===== src/rtl/vic_pkg.sv =====
package vic_pkg;
  localparam int VEC_W   = 16;
  localparam int CMD_W   = 8;
  localparam int NMASK   = 3;
  // command word bit positions
  localparam int B_SDATA = 7;
  localparam int B_SEN   = 6;
  localparam int B_CLRA  = 4;
  localparam int B_MEN   = 3;
  // mask bit positions
  localparam int M_A     = 2;
  localparam int M_B     = 1;
  localparam int M_C     = 0;

  localparam logic [VEC_W-1:0] VEC_NMI = 16'h0024;
  localparam logic [VEC_W-1:0] VEC_A   = 16'h003C;
  localparam logic [VEC_W-1:0] VEC_B   = 16'h0034;
  localparam logic [VEC_W-1:0] VEC_C   = 16'h002C;

  typedef enum logic [2:0] {
    SRC_NONE, SRC_NMI, SRC_A, SRC_B, SRC_C, SRC_NV
  } src_e;

  function automatic logic [VEC_W-1:0] vector_of(src_e s);
    case (s)
      SRC_NMI: vector_of = VEC_NMI;
      SRC_A:   vector_of = VEC_A;
      SRC_B:   vector_of = VEC_B;
      SRC_C:   vector_of = VEC_C;
      default: vector_of = '0;
    endcase
  endfunction
endpackage


===== src/rtl/vic_edge_latch.sv =====
module vic_edge_latch (
  input  logic clk,
  input  logic rst,
  input  logic lvl,
  input  logic clr,
  output logic pend
);
  logic prev_q;
  logic rise;

  assign rise = lvl & ~prev_q;

  always_ff @(posedge clk) begin
    if (rst) begin
      prev_q <= 1'b0;
      pend   <= 1'b0;
    end else begin
      prev_q <= lvl;
      pend   <= rise | (pend & ~clr);
    end
  end

  assert_clear_R7: assert property (@(posedge clk) disable iff (rst)
    (clr && !(lvl && !prev_q)) |=> !pend);
  assert_hold_R11: assert property (@(posedge clk) disable iff (rst)
    (pend && !clr) |=> pend);
endmodule


===== src/rtl/vic_ctrl.sv =====
module vic_ctrl
  import vic_pkg::*;
(
  input  logic             clk,
  input  logic             rst,
  input  logic             ie_set,
  input  logic             accept,
  input  logic             cmd_wr,
  input  logic [CMD_W-1:0] cmd,
  output logic             ie,
  output logic [NMASK-1:0] mask,
  output logic             ser_out,
  output logic             clr_a
);
  assign clr_a = cmd_wr & cmd[B_CLRA];

  always_ff @(posedge clk) begin
    if (rst) begin
      ie      <= 1'b0;
      mask    <= '1;
      ser_out <= 1'b0;
    end else begin
      if (accept)      ie <= 1'b0;
      else if (ie_set) ie <= 1'b1;
      if (cmd_wr && cmd[B_MEN]) mask <= cmd[NMASK-1:0];
      if (cmd_wr && cmd[B_SEN]) ser_out <= cmd[B_SDATA];
    end
  end

  assert_ie_clear_R10: assert property (@(posedge clk) disable iff (rst)
    accept |=> !ie);
  assert_mask_hold_R6: assert property (@(posedge clk) disable iff (rst)
    !(cmd_wr && cmd[B_MEN]) |=> $stable(mask));
  assert_ser_hold_R8: assert property (@(posedge clk) disable iff (rst)
    !(cmd_wr && cmd[B_SEN]) |=> $stable(ser_out));
endmodule


===== src/rtl/vic_arbiter.sv =====
module vic_arbiter
  import vic_pkg::*;
(
  input  logic             clk,
  input  logic             rst,
  input  logic             instr_done,
  input  logic             ie,
  input  logic [NMASK-1:0] mask,
  input  logic             nmi_pend,
  input  logic             a_pend,
  input  logic             b_lvl,
  input  logic             c_lvl,
  input  logic             nv_lvl,
  output logic             accept,
  output src_e             sel,
  output logic             take_irq,
  output logic [VEC_W-1:0] vector,
  output logic             nonvec
);
  logic el_a, el_b, el_c, el_nv;

  assign el_a  = ie & ~mask[M_A] & a_pend;
  assign el_b  = ie & ~mask[M_B] & b_lvl;
  assign el_c  = ie & ~mask[M_C] & c_lvl;
  assign el_nv = ie & nv_lvl;

  always_comb begin
    if (nmi_pend)   sel = SRC_NMI;
    else if (el_a)  sel = SRC_A;
    else if (el_b)  sel = SRC_B;
    else if (el_c)  sel = SRC_C;
    else if (el_nv) sel = SRC_NV;
    else            sel = SRC_NONE;
  end

  assign accept = instr_done & (sel != SRC_NONE);

  always_ff @(posedge clk) begin
    if (rst) begin
      take_irq <= 1'b0;
      vector   <= '0;
      nonvec   <= 1'b0;
    end else begin
      take_irq <= accept;
      vector   <= accept ? vector_of(sel) : '0;
      nonvec   <= accept & (sel == SRC_NV);
    end
  end

  assert_take_on_boundary_R9: assert property (@(posedge clk) disable iff (rst)
    take_irq |-> $past(instr_done));
  assert_vec_idle_zero_R9: assert property (@(posedge clk) disable iff (rst)
    !take_irq |-> (vector == '0));
  assert_nonvec_shape_R5: assert property (@(posedge clk) disable iff (rst)
    nonvec |-> (take_irq && vector == '0));
endmodule


===== src/rtl/vic_core.sv =====
module vic_core
  import vic_pkg::*;
(
  input  logic             clk,
  input  logic             rst,
  input  logic             instr_done,
  input  logic             ie_set,
  input  logic             cmd_wr,
  input  logic [CMD_W-1:0] cmd_word,
  input  logic             nmi_in,
  input  logic             irq_a_in,
  input  logic             irq_b_in,
  input  logic             irq_c_in,
  input  logic             irq_nv_in,
  output logic             take_irq,
  output logic [VEC_W-1:0] vector_addr,
  output logic             nonvec_req,
  output logic             ser_out
);
  logic             ie_q, accept, clr_a_cmd, nmi_pend, a_pend;
  logic [NMASK-1:0] mask_q;
  src_e             sel;
  logic             clr_nmi, clr_a;

  assign clr_nmi = accept & (sel == SRC_NMI);
  assign clr_a   = clr_a_cmd | (accept & (sel == SRC_A));

  vic_ctrl u_ctrl (
    .clk(clk), .rst(rst), .ie_set(ie_set), .accept(accept),
    .cmd_wr(cmd_wr), .cmd(cmd_word), .ie(ie_q), .mask(mask_q),
    .ser_out(ser_out), .clr_a(clr_a_cmd)
  );

  vic_edge_latch u_nmi_latch (
    .clk(clk), .rst(rst), .lvl(nmi_in), .clr(clr_nmi), .pend(nmi_pend)
  );

  vic_edge_latch u_a_latch (
    .clk(clk), .rst(rst), .lvl(irq_a_in), .clr(clr_a), .pend(a_pend)
  );

  vic_arbiter u_arb (
    .clk(clk), .rst(rst), .instr_done(instr_done), .ie(ie_q), .mask(mask_q),
    .nmi_pend(nmi_pend), .a_pend(a_pend), .b_lvl(irq_b_in), .c_lvl(irq_c_in),
    .nv_lvl(irq_nv_in), .accept(accept), .sel(sel), .take_irq(take_irq),
    .vector(vector_addr), .nonvec(nonvec_req)
  );

  assert_gate_R3: assert property (@(posedge clk) disable iff (rst)
    (take_irq && vector_addr != VEC_NMI) |-> $past(ie_q));
endmodule


===== config.mk =====
export PLATFORM = sky130hd
export DESIGN_NAME = vic_core
export DESIGN_NICKNAME = d
export VERILOG_FILES = /design/src/rtl/vic_pkg.sv /design/src/rtl/vic_edge_latch.sv /design/src/rtl/vic_ctrl.sv /design/src/rtl/vic_arbiter.sv /design/src/rtl/vic_core.sv
export SDC_FILE = /design/constraint.sdc
export NUM_CORES = 1
export LEC_CHECK = 0
export BUFFER_PORTS_ARGS = -buffer_cell sky130_fd_sc_hd__buf_2
export CORE_MARGIN = 2
export CORE_UTILIZATION = 39
export CTS_CLUSTER_SIZE = 16
export DETAILED_ROUTE_END_ITERATION = 6
export PLACE_DENSITY_LB_ADDON = 0.2
export SYNTH_ARGS = -nofsm -noshare
export SYNTH_HDL_FRONTEND = slang
export SYNTH_HIERARCHICAL = 1
export SYNTH_SLANG_ARGS = --single-unit

===== constraint.sdc =====
create_clock -name clk -period 2 [get_ports clk]
set_clock_uncertainty 0.1 [all_clocks]
set_input_delay 0.4 -clock clk [delete_from_list [all_inputs] [get_ports clk]]
set_output_delay 0.4 -clock clk [all_outputs]
set_load 0.02 [all_outputs]

==> impl_metrics.csv <==
group,metric,value,unit
min_path,hp-start,"irq_a_in",
setup_path,worstPathBufferInverterCount,0,
synth,synth_top_cell_by_area,"dfxtp_1",
layout,final_util,0.490,
sta,setup_viol,0,
synth,synth_edf_count,0,
setup_path,rr_worst_depth,7,
layout,syn_to_final_growth,15.0,%
layout,nets,122,
place,pre_cts_slack,0.205,ns
global_route,antenna_found_initial,0,
place,io_buffers,23,
floorplan,rows,15,
cts,clkTransAtPathRegs,0.07,ns
cts,cts_tree,"yes",
sta,rsz0062_at_grt,"false",
synth,async_reset_ff_frac,0,
synth,yosysUniqueCellTypes,28,
setup_path,cp.required,2.06,ns
place,dp_cells,124,
synth,yosys_warnings,6,
global_route,gr-total-overflow,0,
global_route,grt_pass1_vias,505,
setup_path,r2r_end,"u_a_latch/pend",
sta,fin_ws,0.315,ns
detailed_routing,dr.pass1.iters,2,
sta,period_minus_slack,1.68,ns
layout,seq_area,280,um^2
cts,post_cts_buffers,0,
detailed_routing,drc,0,
layout,final_cell_count_no_fill,127,
cts,cts_buffer_depth,2,
setup_path,cp_slowest_cell,"dfxtp_1",
setup_path,cp.arrival,1.75,ns
synth,syn_area,752,um^2
global_route,grt_usage,0.131,
floorplan,die_h,47.9,um
layout,reg_top3,"u_arb/vector x3, u_ctrl/mask x3",
sta,tns,0,ns
pwr,pwr_density_cell,650,nW/um^2
floorplan,die_area,2300,um^2
global_route,grt_max_degree,11,
setup_path,cp_top_family,"simple AND/OR/NAND/NOR gates",
sta,fmax,594,MHz
floorplan,die_w,47.9,um
cts,ctsResizeCount,0,
setup_path,critPathKind,"reg2reg",
synth,synth-main-ff-cell,"dfxtp_1",
setup_path,crit_chain,"nor2b_4 -> nor3_4 -> a21oi_1 -> nor4bb_1 -> or2_1 -> nand2b_1 -> a21oi_2",
min_path,hold_depth,2,
min_path,hold-path-endpoint,"u_a_latch/prev_q",
place,gp_congestion,0.821,
detailed_routing,ant_nets,0,
layout,multiInputGateArea,412,um^2
place,dp_hpwl,943,um
synth,syn_inst,78,
detailed_routing,wl_per_cell,9.03,um
global_route,grt_first_pass_wirelength,2000,um
synth,synth.ff_latch_count,14,
setup_path,slowest_delay,0.34,ns
synth,synth_seq_area_share,0.373,
pwr,peakVddDrop,0.000380,V
run_status,status,"complete, no violations",
cts,cts_hold_buf,0,
layout,drive_above_1_share,0.392,
synth,yosysTopAreaCellShare,0.373,
sta,hold_ws,0.251,ns
layout,antenna_cells,0,
detailed_routing,vias,553,
synth,netlist_top_cells_area,"dfxtp_1 (37%), buf_4 (13%), nor2b_4 (7.3%)",
pwr,p_leak,0.409,nW
detailed_routing,wirelength,1150,um
floorplan,core-area,1760,um^2
cts,htree_levels,1,
synth,syn_area_per_cell,9.64,um^2
setup_path,crit_fanout,5,
cts,cts_buffers,3,
cts,clk_latency,0.27,ns
sta,finalHoldViolations,0,
setup_path,r2r_setup_slack,0.32,ns
setup_path,endpoint_kind,"flop",
setup_path,cp-start-kind,"flop",
cts,clock-sinks,14,
cts,cts_root_buf,"clkbuf_4",
setup_path,r2r-start,"u_a_latch/pend",
floorplan,io_pins,37,
sta,maxSlewViolCount,0,
detailed_routing,drt_iter0_drc,5,
sta,fin_crit_sh,0.842,
run,drv_cap,0,
min_path,hold_path.class,"in2reg",
floorplan,start_util,0.426,
detailed_routing,viasPerCell,4.35,
layout,nFillCells,194,
## stage by stage
| stage | instance area (um^2) | total power, mW |
|---|---|---|
| final | 865 | 0.562 |
| after global routing | 865 | 0.605 |
| after CTS | 865 | 0.575 |
| after detailed placement | 842 | 0.421 |
| after global placement | 842 | 0.419 |
| after floorplan | 793 | 0.406 |
## per-layer routing
| layer | vias to the layer above | routed length [um] | global-route usage |
|---|---|---|---|
| met4 | 0 | 29 | 0.0811 |
| met5 | - | 0 | 0 |
| met3 | 5 | 107 | 0.0604 |
| met1 | 237 | 465 | 0.142 |
| met2 | 22 | 545 | 0.208 |
| li1 | 289 | - | - |
## cell usage in the layout, fill, tap and decap left out
cell type	n
nor2b_4	4
nor3_4	1
a211o_1	3
and2_2	1
and3_1	4
nor2_1	5
and4bb_2	1
buf_2	23
a21oi_1	3
nand2b_1	4
clkbuf_4	3
nand2_2	1
nor4_2	1
o21ai_0	3
conb_1	12
dfxtp_1	14
nand2_1	2
o31ai_2	1
o21ai_1	1
or2_1	1
o21a_1	1
a21oi_2	2
nand3_1	1
inv_1	1
nor4bb_1	1
a21bo_2	1
nor3_1	1
nor2b_1	5
nand2b_4	1
## cell type report
type	instances	area share
repair buffers	23	0.133
well taps	25	0.0362
clock buffers	3	0.0260
multi-input cells	61	0.476
flip-flops and latches	14	0.324
inverters	1	0.00434
## cell usage after synthesis, types with 2 or more instances
library cell	number
nor2b_4	4
nand2_1	2
nor2b_1	5
a211o_1	3
and3_1	4
o21ai_0	3
nor2_1	5
buf_4	13
dfxtp_1	14
a21oi_1	3
nand2b_1	4
a21oi_2	2
## cell families (layout without fill, tap and decap cells)
family / after synthesis / after routing / synth area share
DFF: 14 / 14 / 0.373
other: 1 / 12 / 0.00499
and+or+nand+nor: 34 / 34 / 0.343
buffers and inverters: 14 / 27 / 0.135
AOI/OAI and AO/OA: 15 / 15 / 0.145
## how the worst max path moves through the flow
| stage | slack [ns] | cells past startpoint | endpoint | start |
|---|---|---|---|---|
| 2_1_floorplan | 0.44 | 7 | u_a_latch/pend | irq_b_in |
| 3_3_place_gp | 0.21 | 8 | u_a_latch/pend | irq_b_in |
| 3_5_place_dp | 0.20 | 8 | u_a_latch/pend | irq_b_in |
| 4_1_cts | 0.32 | 7 | u_a_latch/pend | u_a_latch/pend |
| 5_1_grt | 0.15 | 7 | u_a_latch/pend | u_a_latch/pend |
| 6_report | 0.32 | 7 | u_a_latch/pend | u_a_latch/pend |
## where the power goes
part           switching [mW]  total (mW)  internal, mW  leakage, nW
logic                  0.0619       0.108        0.0464        0.280
registers              0.0117       0.305         0.293        0.115
clock network          0.0791       0.149        0.0697       0.0138
total                   0.153       0.562         0.409        0.409
(Power assumes the default switching activity.)
